<file path="src/rtl/rptloop_pkg.sv">
`timescale 1ns/1ps
package rptloop_pkg;

  typedef enum logic [2:0] {
    LOP_NONE,
    LOP_CNT_IMM,
    LOP_CNT_REG,
    LOP_LD_START,
    LOP_LD_END,
    LOP_RD_START,
    LOP_RD_END
  } loop_op_e;

  // PC-relative loop address: pc + 4 + 2*zero-extended displacement
  function automatic logic [31:0] pcrel_target(input logic [31:0] pc,
                                               input logic [7:0]  disp);
    return pc + 32'd4 + {23'd0, disp, 1'b0};
  endfunction

  // Count after a loop-end match
  function automatic logic [11:0] count_after_hit(input logic [11:0] cnt);
    return cnt - 12'd1;
  endfunction

endpackage

</file>
<file path="src/rtl/rptloop_decode.sv">
`timescale 1ns/1ps
module rptloop_decode
  import rptloop_pkg::*;
(
  input  logic        insn_valid,
  input  logic [15:0] insn,
  output loop_op_e    op,
  output logic [3:0]  rn_idx,
  output logic [7:0]  imm8
);

  always_comb begin
    op = LOP_NONE;
    if (insn_valid) begin
      if (insn[15:8] == 8'h82)
        op = LOP_CNT_IMM;
      else if (insn[15:8] == 8'h8C)
        op = LOP_LD_START;
      else if (insn[15:8] == 8'h8E)
        op = LOP_LD_END;
      else if (insn[15:12] == 4'h4 && insn[7:0] == 8'h14)
        op = LOP_CNT_REG;
      else if (insn[15:12] == 4'h0 && insn[7:0] == 8'h62)
        op = LOP_RD_START;
      else if (insn[15:12] == 4'h0 && insn[7:0] == 8'h72)
        op = LOP_RD_END;
    end
  end

  assign rn_idx = insn[11:8];
  assign imm8   = insn[7:0];

endmodule

</file>
<file path="src/rtl/rptloop_regs.sv">
`timescale 1ns/1ps
module rptloop_regs
  import rptloop_pkg::*;
#(
  parameter int AW   = 32,
  parameter int RC_W = 12,
  parameter int RC_LSB = 16
)(
  input  logic            clk,
  input  logic            rst_n,
  input  loop_op_e        op,
  input  logic [7:0]      imm8,
  input  logic [AW-1:0]   pc,
  input  logic [RC_W-1:0] gpr_lo,
  input  logic            ctl_we,
  input  logic [1:0]      ctl_sel,
  input  logic [31:0]     ctl_data,
  input  logic            rc_dec,
  output logic [AW-1:0]   rs,
  output logic [AW-1:0]   re,
  output logic [RC_W-1:0] rc,
  output logic            rc_wr
);

  logic [31:0]     pc32;
  logic [31:0]     tgt32;
  logic [AW-1:0]   tgt;
  logic [RC_W-1:0] rc_load;
  logic [RC_W-1:0] rc_next_dec;
  logic            ctl_rc_wr;

  always_comb begin
    pc32         = '0;
    pc32[AW-1:0] = pc;
    tgt32        = pcrel_target(pc32, imm8);
    tgt          = tgt32[AW-1:0];
  end

  assign ctl_rc_wr = ctl_we && (ctl_sel == 2'd2);
  assign rc_wr     = (op == LOP_CNT_IMM) || (op == LOP_CNT_REG) || ctl_rc_wr;
  assign rc_next_dec = rc - {{(RC_W-1){1'b0}}, 1'b1};

  always_comb begin
    if (op == LOP_CNT_IMM)
      rc_load = {{(RC_W-8){1'b0}}, imm8};
    else if (op == LOP_CNT_REG)
      rc_load = gpr_lo;
    else
      rc_load = ctl_data[RC_LSB +: RC_W];
  end

  always_ff @(posedge clk) begin
    if (!rst_n) begin
      rs <= '0;
      re <= '0;
      rc <= '0;
    end else begin
      if (op == LOP_LD_START)
        rs <= tgt;
      else if (ctl_we && ctl_sel == 2'd0)
        rs <= ctl_data[AW-1:0];

      if (op == LOP_LD_END)
        re <= tgt;
      else if (ctl_we && ctl_sel == 2'd1)
        re <= ctl_data[AW-1:0];

      if (rc_wr)
        rc <= rc_load;
      else if (rc_dec)
        rc <= rc_next_dec;
    end
  end

endmodule

</file>
<file path="src/rtl/rptloop_fetch.sv">
`timescale 1ns/1ps
module rptloop_fetch #(
  parameter int AW   = 32,
  parameter int RC_W = 12
)(
  input  logic            fetch_valid,
  input  logic [AW-1:0]   fetch_addr,
  input  logic [AW-1:0]   rs,
  input  logic [AW-1:0]   re,
  input  logic [RC_W-1:0] rc,
  output logic            loop_hit,
  output logic            redirect,
  output logic [AW-1:0]   next_fetch
);

  logic cnt_live;
  logic cnt_more;

  assign cnt_live   = (rc != '0);
  assign cnt_more   = (rc > {{(RC_W-1){1'b0}}, 1'b1});
  assign loop_hit   = fetch_valid && cnt_live && (fetch_addr == re);
  assign redirect   = loop_hit && cnt_more;
  assign next_fetch = redirect ? rs : fetch_addr + {{(AW-2){1'b0}}, 2'b10};

endmodule

</file>
<file path="src/rtl/rptloop_top.sv">
`timescale 1ns/1ps
module rptloop_top
  import rptloop_pkg::*;
#(
  parameter int AW   = 32,
  parameter int RC_W = 12
)(
  input  logic            clk,
  input  logic            rst_n,
  input  logic            insn_valid,
  input  logic [15:0]     insn,
  input  logic [AW-1:0]   insn_pc,
  input  logic [RC_W-1:0] gpr_lo,
  input  logic            ctl_we,
  input  logic [1:0]      ctl_sel,
  input  logic [31:0]     ctl_data,
  input  logic            fetch_valid,
  input  logic [AW-1:0]   fetch_addr,
  output logic [AW-1:0]   next_fetch,
  output logic            loop_taken,
  output logic            rd_en,
  output logic [3:0]      rd_idx,
  output logic [31:0]     rd_data,
  output logic [AW-1:0]   rs_q,
  output logic [AW-1:0]   re_q,
  output logic [RC_W-1:0] rc_q
);

  loop_op_e   op;
  logic [3:0] rn_idx;
  logic [7:0] imm8;
  logic       loop_hit;
  logic       rc_wr;

  rptloop_decode u_dec (
    .insn_valid (insn_valid),
    .insn       (insn),
    .op         (op),
    .rn_idx     (rn_idx),
    .imm8       (imm8)
  );

  rptloop_regs #(.AW(AW), .RC_W(RC_W)) u_regs (
    .clk      (clk),
    .rst_n    (rst_n),
    .op       (op),
    .imm8     (imm8),
    .pc       (insn_pc),
    .gpr_lo   (gpr_lo),
    .ctl_we   (ctl_we),
    .ctl_sel  (ctl_sel),
    .ctl_data (ctl_data),
    .rc_dec   (loop_hit),
    .rs       (rs_q),
    .re       (re_q),
    .rc       (rc_q),
    .rc_wr    (rc_wr)
  );

  rptloop_fetch #(.AW(AW), .RC_W(RC_W)) u_fetch (
    .fetch_valid (fetch_valid),
    .fetch_addr  (fetch_addr),
    .rs          (rs_q),
    .re          (re_q),
    .rc          (rc_q),
    .loop_hit    (loop_hit),
    .redirect    (loop_taken),
    .next_fetch  (next_fetch)
  );

  always_comb begin
    rd_data = '0;
    if (op == LOP_RD_START)
      rd_data[AW-1:0] = rs_q;
    else if (op == LOP_RD_END)
      rd_data[AW-1:0] = re_q;
  end

  assign rd_en  = (op == LOP_RD_START) || (op == LOP_RD_END);
  assign rd_idx = rn_idx;

endmodule

</file>
<file path="config.mk">
export PLATFORM = sky130hd
export DESIGN_NAME = rptloop_top
export DESIGN_NICKNAME = d
export VERILOG_FILES = /design/src/rtl/rptloop_pkg.sv /design/src/rtl/rptloop_decode.sv /design/src/rtl/rptloop_regs.sv /design/src/rtl/rptloop_fetch.sv /design/src/rtl/rptloop_top.sv
export SDC_FILE = /design/constraint.sdc
export NUM_CORES = 1
export LEC_CHECK = 0
export ABC_CLOCK_PERIOD_IN_PS = 3800
export BUFFER_PORTS_ARGS = -buffer_cell sky130_fd_sc_hd__buf_2
export CELL_PAD_IN_SITES_DETAIL_PLACEMENT = 1
export CELL_PAD_IN_SITES_GLOBAL_PLACEMENT = 1
export CORE_UTILIZATION = 35
export CTS_CLUSTER_SIZE = 24
export DETAILED_ROUTE_END_ITERATION = 10
export MAX_ROUTING_LAYER = met4
export PLACE_DENSITY_LB_ADDON = 0.08
export SLEW_MARGIN = 10
export SYNTH_ARGS = -nofsm -noshare
export SYNTH_HDL_FRONTEND = slang
export SYNTH_SLANG_ARGS = --single-unit
</file>
<file path="constraint.sdc">
create_clock -name clk -period 3.8 [get_ports clk]
set_input_delay 0.38 -clock clk [delete_from_list [all_inputs] [get_ports clk]]
set_output_delay 0.38 -clock clk [all_outputs]
set_load 0.01 [all_outputs]
</file>
==> results of run 1 <==
cells in the final DEF, fill, tap and decap left out, types with 4 or more instances in the layout:
cell type and instances:
buf_2 276, nand2_1 122, dfxtp_1 76, o21ai_0 73, xnor2_1 65, nor2_1 52, a21oi_1 44, mux2i_1 35
mux2_2 34, a22o_1 32, o211a_1 26, nand3_1 25, xor2_1 24, and3_1 23, inv_1 22, ha_1 19
buf_4 17, nor3_1 15, nand4_1 15, clkbuf_16 9, nor4_1 7, a21o_1 7, a41o_1 6, a31oi_1 5
o31a_1 5, and2_1 5, nor3b_1 4, or2_2 4, o22ai_1 4
worst min path at each step:
stage	startpoint	endpoint	slack (ns)	cells past startpoint
floorplan	insn[0]	u_regs.rc[0]	0.52	2
global placement	u_regs.rc[11]	u_regs.rc[11]	0.58	2
detailed placement	u_regs.rc[1]	u_regs.rc[1]	0.60	2
CTS	insn_pc[0]	u_regs.rs[0]	0.28	2
global route	insn_pc[0]	u_regs.re[0]	0.29	2
finish	insn_pc[0]	u_regs.rs[0]	0.30	2
state kept, by name (all words and copies together), names as in the netlist:
name,cells
u_regs.rs,32
u_regs.re,32
u_regs.rc,12
cells by family after synthesis:
family / after synthesis / synth area share, %
AO/OA/AOI/OAI: 218 / 22.7
XOR/XNOR: 89 / 11.9
adder cells (fa/ha/maj): 20 / 3.92
buffers and inverters: 75 / 4.92
flip-flops: 76 / 23.2
multiplexers: 69 / 11.2
AND/OR/NAND/NOR: 298 / 22.3
Yosys cell counts, types with 2 or more instances:
cell type | n | share of area [%]
o32a_1 | 3 | 0.46
and2_1 | 5 | 0.48
xor2_1 | 24 | 3.2
nor4_1 | 8 | 0.76
dfxtp_1 | 76 | 23
clkbuf_1 | 38 | 2.2
inv_1 | 22 | 1.3
nand3_1 | 25 | 1.9
a21o_1 | 7 | 0.80
buf_2 | 9 | 0.69
nor4b_1 | 3 | 0.40
mux2_2 | 34 | 5.8
a31oi_1 | 5 | 0.48
a41o_1 | 6 | 0.91
o211a_1 | 26 | 4.0
nor2_1 | 53 | 3.0
o21ai_0 | 73 | 5.6
a22o_1 | 32 | 4.3
nand2_1 | 122 | 7.0
nor3_1 | 15 | 1.1
or3b_1 | 2 | 0.27
o31a_1 | 5 | 0.67
nand3b_1 | 3 | 0.34
xnor2_1 | 65 | 8.7
nor3b_1 | 5 | 0.57
or2_2 | 4 | 0.38
a21oi_1 | 44 | 3.4
a211oi_2 | 2 | 0.38
nand4_1 | 15 | 1.4
nor4bb_1 | 2 | 0.30
o21a_1 | 2 | 0.23
ha_1 | 19 | 3.6
buf_6 | 2 | 0.34
o22ai_1 | 4 | 0.38
nor2b_1 | 2 | 0.19
and3_1 | 23 | 2.2
buf_4 | 4 | 0.46
mux2i_1 | 35 | 5.3
through the flow:
stage | instance area [um2] | worst slack (ns) | cells | power, mW
after floorplan | 6570 | 0.747 | 845 | 1.22
after global placement | 8160 | 0.548 | 1315 | 1.49
after detailed placement | 8160 | 0.494 | 1315 | 1.50
after CTS | 8430 | 0.186 | 1331 | 2.30
after global routing | 8440 | 0.0112 | 1333 | 2.39
final | 8440 | 0.194 | 1333 | 2.28
layout make-up:
class                           instances  share of cell area [%]
Clock buffer                           10                    2.71
Tap cell                              229                    3.40
Clock inverter                          6                   0.460
Sequential cell                        76                    18.0
Inverter                               22                   0.979
Antenna cell                            2                  0.0593
Timing Repair Buffer                  294                    18.1
Multi-Input combinational cell        694                    56.2
layer usage:
layer  global-route usage (%)  routed length [um]  vias up
met5                        -                   0        -
met3                     3.90                1630       19
met1                     39.7               13100     3530
li1                         -                   -     3551
met2                     47.2               12900      258
met4                     6.02                 316        0
power by group through the flow:
stage / Clock, mW / Combinational (mW) / Sequential (mW)
2_1_floorplan: 0 / 0.334 / 0.889
3_3_place_gp: 0 / 0.593 / 0.897
3_5_place_dp: 0 / 0.602 / 0.897
4_1_cts: 0.812 / 0.606 / 0.879
5_1_grt: 0.838 / 0.664 / 0.884
6_report: 0.794 / 0.606 / 0.880
==> results.sh, run 1 <==
export IMPL_hold_slack_ns=0.296
export IMPL_die_area_um2=19300
export IMPL_power_density_nw_per_um2=270
export IMPL_final_util_pct=46.5
export IMPL_crit_fanout=57
export IMPL_rsz0062_at_grt="no"
export IMPL_netlist_area_um2=6570
export IMPL_cts_hold_fix_buffers=0
export IMPL_violations="design-rule violations"
export IMPL_io_buffers=276
export IMPL_critical_path_required_ns=3.42
export IMPL_critical_path_class="flop to output port"
export IMPL_crit_path_end_kind="output port"
export IMPL_syn_to_final_growth_pct=28.4
export IMPL_grt_pass1_vias=7230
export IMPL_cts_root_buf="clkbuf_16"
export IMPL_slew_viol_final=0
export IMPL_fmax_mhz=277
export IMPL_r2r_setup_slack_ns=0.94
export IMPL_status="finished, violations left"
export IMPL_leakage_nw=4.34
export IMPL_finalSetupViolCount=0
export IMPL_clk_latency_ns=0.34
export IMPL_cts_tree="done"
export IMPL_p_sw_share_pct=32.6
export IMPL_avgViaCountPerCell=5.52
export IMPL_cts_sinks=76
export IMPL_fill_cells=2399
export IMPL_grt_overflow=0
export IMPL_drive_above_1_share_pct=32.6
export IMPL_cpLargestDelayFamily="compound AO/OA/AOI/OAI gates"
export IMPL_drc_errors=24
export IMPL_critPathLaunch="u_regs.rc[0]"
export IMPL_fin_crit_sh_pct=94.9
export IMPL_nets=1248
export IMPL_min_path_type="input port to flop"
export IMPL_die_h_um=139
export IMPL_worstMarginPinSlew_ns=0.830
export IMPL_finalHoldViolCount=0
export IMPL_drt_iter0_markers=379
export IMPL_internal_power_mw=1.54
export IMPL_antenna_left=0
export IMPL_multiInputGateArea_um2=4740
export IMPL_critical_path_arrival_ns=3.23
export IMPL_row_count=49
export IMPL_synthArstFlopShare_pct=0
export IMPL_ctsLongestPathBuffers=2
export IMPL_ff_latch_area_um2=1520
export IMPL_place_gp_congestion=0.901
export IMPL_coreArea_um2=18100
export IMPL_r2r_cells=8
export IMPL_routed_wl_mm=28.0
export IMPL_hpwlAfterDp_mm=22.3
export IMPL_min_period_ns=3.61
export IMPL_comb_power_share_pct=26.6
export IMPL_grt_max_degree=58
export IMPL_synth_ff_type="dfxtp_1"
export IMPL_synth_cell_types=59
export IMPL_relSlewSlack_pct=44.7
export IMPL_crit_end="next_fetch[14]"
export IMPL_worst_path_most_repeated_cell="inv_1"
export IMPL_die_width_um=139
export IMPL_power_frac_seq_pct=38.6
export IMPL_post_cts_setup_buffers=0
export IMPL_critPathSlowestCell="a41o_1"
export IMPL_yosysWarnings=0
export IMPL_crit_cells=12
export IMPL_vias=7358
export IMPL_drv_cap=0
export IMPL_htreeDepth=3
export IMPL_post_cts_resized=0
export IMPL_power_switching_uw=743
export IMPL_wl_per_cell_um=21.0
export IMPL_grt_util_all_layers_pct=29.5
export IMPL_critPathLaunchType="flop"
export IMPL_rr_endpoint="u_regs.rc[8]"
export IMPL_synth_nets=996
export IMPL_peakVddDrop_mv=0.165
export IMPL_ios=277
export IMPL_ys_seq_area_share_pct=23.2
export IMPL_grt_pass1_wl_mm=42.6
export IMPL_reg2reg_from="u_regs.rc[9]"
export IMPL_clk_pin_slew_ns=0.06
export IMPL_fin_tns_setup_ns=0
export IMPL_postSynthCellCount=845
export IMPL_antenna_found_initial=2
export IMPL_synth_edf_count=0
export IMPL_firstDrtPassIters=8
export IMPL_cts_made_buffers=9
export IMPL_critPathMaxStageDelay_ns=0.46
export IMPL_syn_avg_cell_area_um2=7.77
export IMPL_power_frac_clock_pct=34.8
export IMPL_initial_core_util_pct=36.2
export IMPL_critPathBufInv=5
export IMPL_finClkSkew_ns=0.00709
export IMPL_crit_chain="inv_1 > ha_1 > nor3b_1 > buf_4 > a31oi_1 > nand4_1 > a41o_1 > inv_1 > buf_12 > nand2_1 > o21ai_0 > buf_2"
export IMPL_ys_seq_elements=76
Note: power is estimated with default switching activity, not from simulation.
==> run 2, diff against run 1 <==
--- a/config.mk
+++ b/config.mk
@@ -9,12 +9,13 @@
 export BUFFER_PORTS_ARGS = -buffer_cell sky130_fd_sc_hd__buf_2
 export CELL_PAD_IN_SITES_DETAIL_PLACEMENT = 1
 export CELL_PAD_IN_SITES_GLOBAL_PLACEMENT = 1
+export CORE_MARGIN = 2
 export CORE_UTILIZATION = 35
 export CTS_CLUSTER_SIZE = 24
 export DETAILED_ROUTE_END_ITERATION = 10
 export MAX_ROUTING_LAYER = met4
 export PLACE_DENSITY_LB_ADDON = 0.08
-export SLEW_MARGIN = 10
+export SLEW_MARGIN = 20
 export SYNTH_ARGS = -nofsm -noshare
 export SYNTH_HDL_FRONTEND = slang
 export SYNTH_SLANG_ARGS = --single-unit
==> run 2 against run 1 <==
The flow now finishes without violations. Sequential power barely moved. First-iteration DRC count rose by 18%. Setup slack improved by 0.070 ns. Worst hold slack got worse by 0.0012 ns. Register-to-register slack got worse by 0.10 ns. Critical endpoint is now next_fetch[26]. Highest routed layer unchanged.
==> results.sh, run 2 (same netlist as run 1, synthesis figures left out) <==
export IMPL_internal_power_mw=1.69
export IMPL_status="complete, no violations"
export IMPL_drc_errors=0
export IMPL_coreArea_um2=18600
export IMPL_cts_tree="done"
export IMPL_row_count=50
export IMPL_drive_above_1_share_pct=32.8
export IMPL_place_gp_congestion=0.915
export IMPL_worstMarginPinSlew_ns=1.09
export IMPL_critPathLaunchType="flop"
export IMPL_rsz0062_at_grt="no"
export IMPL_fin_cells=1338
export IMPL_power_density_nw_per_um2=288
export IMPL_fmax_mhz=283
export IMPL_power_switching_uw=761
export IMPL_finalHoldViolCount=0
export IMPL_power_frac_seq_pct=35.9
export IMPL_hpwlAfterDp_mm=22.5
export IMPL_leakage_nw=4.37
export IMPL_dp_cells=1321
export IMPL_clk_latency_ns=0.35
export IMPL_cts_made_buffers=9
export IMPL_wl_per_cell_um=21.2
export IMPL_die_area_um2=19900
export IMPL_fin_area_um2=8510
export IMPL_firstDrtPassIters=5
export IMPL_p_sw_share_pct=31.1
export IMPL_vias=7398
export IMPL_fin_tns_setup_ns=0
export IMPL_min_path_type="input port to flop"
export IMPL_grt_pass1_wl_mm=42.9
export IMPL_finClkSkew_ns=0.0110
export IMPL_ios=277
export IMPL_fill_cells=2417
export IMPL_hold_slack_ns=0.295
export IMPL_power_frac_clock_pct=39.3
export IMPL_crit_fanout=57
export IMPL_postPlaceCellArea_um2=8180
export IMPL_die_h_um=141
export IMPL_critical_path_required_ns=3.42
export IMPL_cts_root_buf="clkbuf_16"
export IMPL_drt_iter0_markers=446
export IMPL_io_buffers=276
export IMPL_min_period_ns=3.54
export IMPL_htreeDepth=3
export IMPL_reg_top3="u_regs.re: 32 flops, u_regs.rs: 32 flops, u_regs.rc: 12 flops"
export IMPL_grt_overflow=0
export IMPL_initial_core_util_pct=35.3
export IMPL_antenna_found_initial=2
export IMPL_clk_pin_slew_ns=0.07
export IMPL_grt_pass1_vias=7349
export IMPL_ff_latch_area_um2=1520
export IMPL_antenna_left=0
export IMPL_routed_wl_mm=28.3
export IMPL_mostFrequentLayoutCells="276 x buf_2, 122 x nand2_1, 76 x dfxtp_1"
export IMPL_comb_power_share_pct=24.9
export IMPL_finalSetupViolCount=0
export IMPL_cts_hold_fix_buffers=0
export IMPL_multiInputGateArea_um2=4750
export IMPL_critical_path_arrival_ns=3.16
export IMPL_syn_to_final_growth_pct=29.6
export IMPL_grt_max_degree=64
export IMPL_nets=1249
export IMPL_peakVddDrop_mv=0.191
export IMPL_drv_cap=0
export IMPL_relSlewSlack_pct=27.3
export IMPL_final_common_cell="buf_2"
export IMPL_grt_util_all_layers_pct=28.9
export IMPL_die_width_um=141
export IMPL_ctsLongestPathBuffers=2
export IMPL_avgViaCountPerCell=5.53
export IMPL_critical_path_class="flop to output port"
export IMPL_slew_viol_final=0
export IMPL_final_util_pct=45.8
export IMPL_cts_sinks=76
export IMPL_fin_crit_sh_pct=93.1
export IMPL_crit_path_end_kind="output port"
run 2: final cells by class:
type                    instances  area share (%)
inverters                      22           0.970
clock buffers                  10            2.81
flip-flops and latches         76            17.9
clock inverters                 5           0.999
well taps                     234            3.44
repair buffers                295            18.0
diodes                          2          0.0588
multi-input cells             694            55.8
run 2: through the flow:
step | power, mW | worst slack, ns
detailed placement | 1.50 | 0.482
finish | 2.45 | 0.263
global placement | 1.49 | 0.515
floorplan | 1.22 | 0.747
global route | 2.57 | 0.138
CTS | 2.47 | 0.0852
run 2: critical path, cell delays in order (launching register included):
cell	delay, ns
dfxtp_1	0.42
inv_1	0.09
ha_1	0.23
nor3b_1	0.15
buf_4	0.17
a31oi_2	0.28
nand4_1	0.29
a41o_2	0.43
inv_1	0.14
buf_12	0.24
nand2_1	0.08
o21ai_0	0.10
buf_2	0.17
run 2: what timing repair did:
item,4_1_cts,5_1_grt
endpoints found under the hold margin,0,0
gates resized for setup,0,2
setup endpoints to repair,0,31
setup buffers,0,0
run 2: worst paths after layout:
| kind | start | to | slack, ns | cells after the start |
|---|---|---|---|---|
| max | u_regs.rc[0] | next_fetch[26] | 0.26 | 12 |
| min | insn_pc[0] | u_regs.rs[0] | 0.29 | 2 |
| max reg2reg | u_regs.rc[9] | u_regs.rc[8] | 0.84 | 8 |
| min reg2reg | u_regs.rc[3] | u_regs.rc[3] | 0.60 | 2 |
run 2: power by group through the flow:
stage,clock [mW],combinational [mW],sequential (mW)
6_report,0.963,0.609,0.879
5_1_grt,1.02,0.669,0.883
4_1_cts,0.985,0.607,0.878
3_5_place_dp,0,0.603,0.896
3_3_place_gp,0,0.597,0.896
2_1_floorplan,0,0.334,0.889
run 2: routing by layer:
layer,vias up,global-route usage [%],part of all wire [%]
met4,0,8.16,2.4
met2,235,45.7,46
met5,-,-,0
met3,38,5.33,5.5
li1,3554,-,-
met1,3571,37.9,46
==> run 3, diff against run 2 <==
--- a/config.mk
+++ b/config.mk
@@ -5,16 +5,17 @@
 export SDC_FILE = /design/constraint.sdc
 export NUM_CORES = 1
 export LEC_CHECK = 0
-export ABC_CLOCK_PERIOD_IN_PS = 3800
+export ABC_CLOCK_PERIOD_IN_PS = 4300
 export BUFFER_PORTS_ARGS = -buffer_cell sky130_fd_sc_hd__buf_2
-export CELL_PAD_IN_SITES_DETAIL_PLACEMENT = 1
-export CELL_PAD_IN_SITES_GLOBAL_PLACEMENT = 1
+export CELL_PAD_IN_SITES_DETAIL_PLACEMENT = 2
+export CELL_PAD_IN_SITES_GLOBAL_PLACEMENT = 2
 export CORE_MARGIN = 2
-export CORE_UTILIZATION = 35
+export CORE_UTILIZATION = 28
 export CTS_CLUSTER_SIZE = 24
 export DETAILED_ROUTE_END_ITERATION = 10
 export MAX_ROUTING_LAYER = met4
 export PLACE_DENSITY_LB_ADDON = 0.08
+export SETUP_SLACK_MARGIN = 0.15
 export SLEW_MARGIN = 20
 export SYNTH_ARGS = -nofsm -noshare
 export SYNTH_HDL_FRONTEND = slang
==> constraint.sdc (replaced) <==
create_clock -name clk -period 4.3 [get_ports clk]
set_input_delay 0.43 -clock clk [delete_from_list [all_inputs] [get_ports clk]]
set_output_delay 0.43 -clock clk [all_outputs]
set_load 0.01 [all_outputs]
==> run 3 against run 2 <==
Register-to-register slack improved by 0.55 ns. Final area grew 1.3%. Sequential power decreased by 11%. Global-route usage down 3.3 points. Sequential share of layout area fell by 0.23 points. Routed wire length grew 10%. Clock power is 8.0% lower. Count of clock-buffer cells in the layout shrank 1.
==> results.sh, run 3 (same netlist as run 1, synthesis figures left out) <==
export IMPL_status="complete, no violations"
export IMPL_cts_made_buffers=9
export IMPL_drv_cap=0
export IMPL_mostFrequentLayoutCells="276 x buf_2, 122 x nand2_1, 76 x dfxtp_1"
export IMPL_final_common_cell="buf_2"
export IMPL_row_count=56
export IMPL_fin_cells=1423
export IMPL_fin_ws_ns=0.675
export IMPL_place_gp_congestion=0.822
export IMPL_wl_per_cell_um=21.9
export IMPL_nets=1248
export IMPL_routed_wl_mm=31.2
export IMPL_avgViaCountPerCell=5.23
export IMPL_critical_path_arrival_ns=3.20
export IMPL_hold_end="u_regs.re[0]"
export IMPL_post_cts_resized=0
export IMPL_drive_above_1_share_pct=32.7
export IMPL_finClkSkew_ns=0.0100
export IMPL_grt_max_degree=58
export IMPL_ios=277
export IMPL_multiInputGateArea_um2=4750
export IMPL_grt_util_all_layers_pct=25.6
export IMPL_ff_latch_area_um2=1520
export IMPL_cts_sinks=76
export IMPL_drc_errors=0
export IMPL_reg_top3="u_regs.re: 32 flops, u_regs.rs: 32 flops, u_regs.rc: 12 flops"
export IMPL_coreArea_um2=23300
export IMPL_r2r_setup_slack_ns=1.39
export IMPL_peakVddDrop_mv=0.176
export IMPL_syn_to_final_growth_pct=31.3
export IMPL_rr_endpoint="u_regs.rc[8]"
export IMPL_htreeDepth=3
export IMPL_post_cts_setup_buffers=0
export IMPL_cts_tree="done"
export IMPL_leakage_nw=4.37
export IMPL_fill_cells=2836
export IMPL_finalSetupViolCount=0
export IMPL_worstMarginPinSlew_ns=0.719
export IMPL_min_period_ns=3.63
export IMPL_cts_root_buf="clkbuf_16"
export IMPL_fmax_mhz=276
export IMPL_reg2reg_from="u_regs.rc[0]"
export IMPL_finalHoldViolCount=0
export IMPL_die_width_um=157
export IMPL_relSlewSlack_pct=51.9
export IMPL_r2r_cells=9
export IMPL_grt_pass1_wl_mm=46.3
export IMPL_vias=7443
export IMPL_crit_fanout=57
export IMPL_antenna_left=0
export IMPL_min_path_type="input port to flop"
export IMPL_io_buffers=276
export IMPL_critical_path_required_ns=3.87
export IMPL_final_util_pct=37.1
export IMPL_critPathLaunchType="flop"
export IMPL_fin_tns_setup_ns=0
export IMPL_slew_viol_final=0
export IMPL_initial_core_util_pct=28.2
export IMPL_clk_pin_slew_ns=0.07
export IMPL_grt_overflow=0
export IMPL_die_area_um2=24700
export IMPL_clk_latency_ns=0.35
export IMPL_holdPathStages=2
export IMPL_place_ws_ns=0.759
export IMPL_fin_crit_sh_pct=84.3
export IMPL_die_h_um=157
export IMPL_ctsLongestPathBuffers=2
export IMPL_antenna_found_initial=3
export IMPL_rsz0062_at_grt="no"
export IMPL_hpwlAfterDp_mm=25.4
export IMPL_grt_pass1_vias=7641
export IMPL_firstDrtPassIters=4
export IMPL_power_density_nw_per_um2=256
export IMPL_dp_cells=1405
export IMPL_crit_path_end_kind="output port"
export IMPL_cts_hold_fix_buffers=0
export IMPL_critical_path_class="flop to output port"
export IMPL_min_from="insn_pc[0]"
export IMPL_drt_iter0_markers=369
run 3: routing by layer:
layer	wire length [um]	track usage [%]	vias to the layer above
met2	14300	40.9	202
met5	0	-	-
met1	14600	34.8	3684
met4	264	4.37	0
met3	2020	3.85	17
li1	-	-	3540
run 3: critical path, stage by stage (launching register included):
cell     delay [ns]
dfxtp_1        0.45
inv_1          0.10
ha_1           0.23
nor3b_2        0.21
a31oi_1        0.33
nand4_1        0.22
buf_4          0.25
a41o_1         0.27
inv_1          0.11
buf_12         0.23
nand2_1        0.08
o21ai_0        0.12
buf_2          0.19
run 3: how the worst max path moves through the flow:
stage	startpoint	to	cells past startpoint
after floorplan	insn[1]	u_regs.rs[20]	13
after global placement	u_regs.rc[0]	next_fetch[27]	11
after detailed placement	u_regs.rc[0]	next_fetch[27]	11
after CTS	u_regs.rc[0]	next_fetch[27]	11
after global routing	u_regs.rc[0]	next_fetch[20]	12
final	u_regs.rc[0]	next_fetch[20]	12
run 3: power breakdown:
| part | switching, mW | leakage, nW | internal (mW) |
|---|---|---|---|
| sequential | 0.0469 | 0.618 | 0.731 |
| clock | 0.321 | 0.162 | 0.565 |
| combinational | 0.306 | 3.59 | 0.237 |
run 3: stage by stage:
step / hold WS [ns] / power, mW / cell area, um2
after floorplan: 0.573 / 1.08 / 6570
after global placement: 0.582 / 1.33 / 8280
after detailed placement: 0.586 / 1.34 / 8280
after CTS: 0.334 / 2.23 / 8610
after global routing: 0.336 / 2.32 / 8620
final: 0.341 / 2.21 / 8620
run 3: layout make-up:
class | instances | share of cell area (%)
inverters | 22 | 0.957
clock buffers | 9 | 2.61
well taps | 319 | 4.63
diodes | 3 | 0.0870
flip-flops and latches | 76 | 17.6
repair buffers | 294 | 17.7
clock inverters | 6 | 1.29
multi-input cells | 694 | 55.1
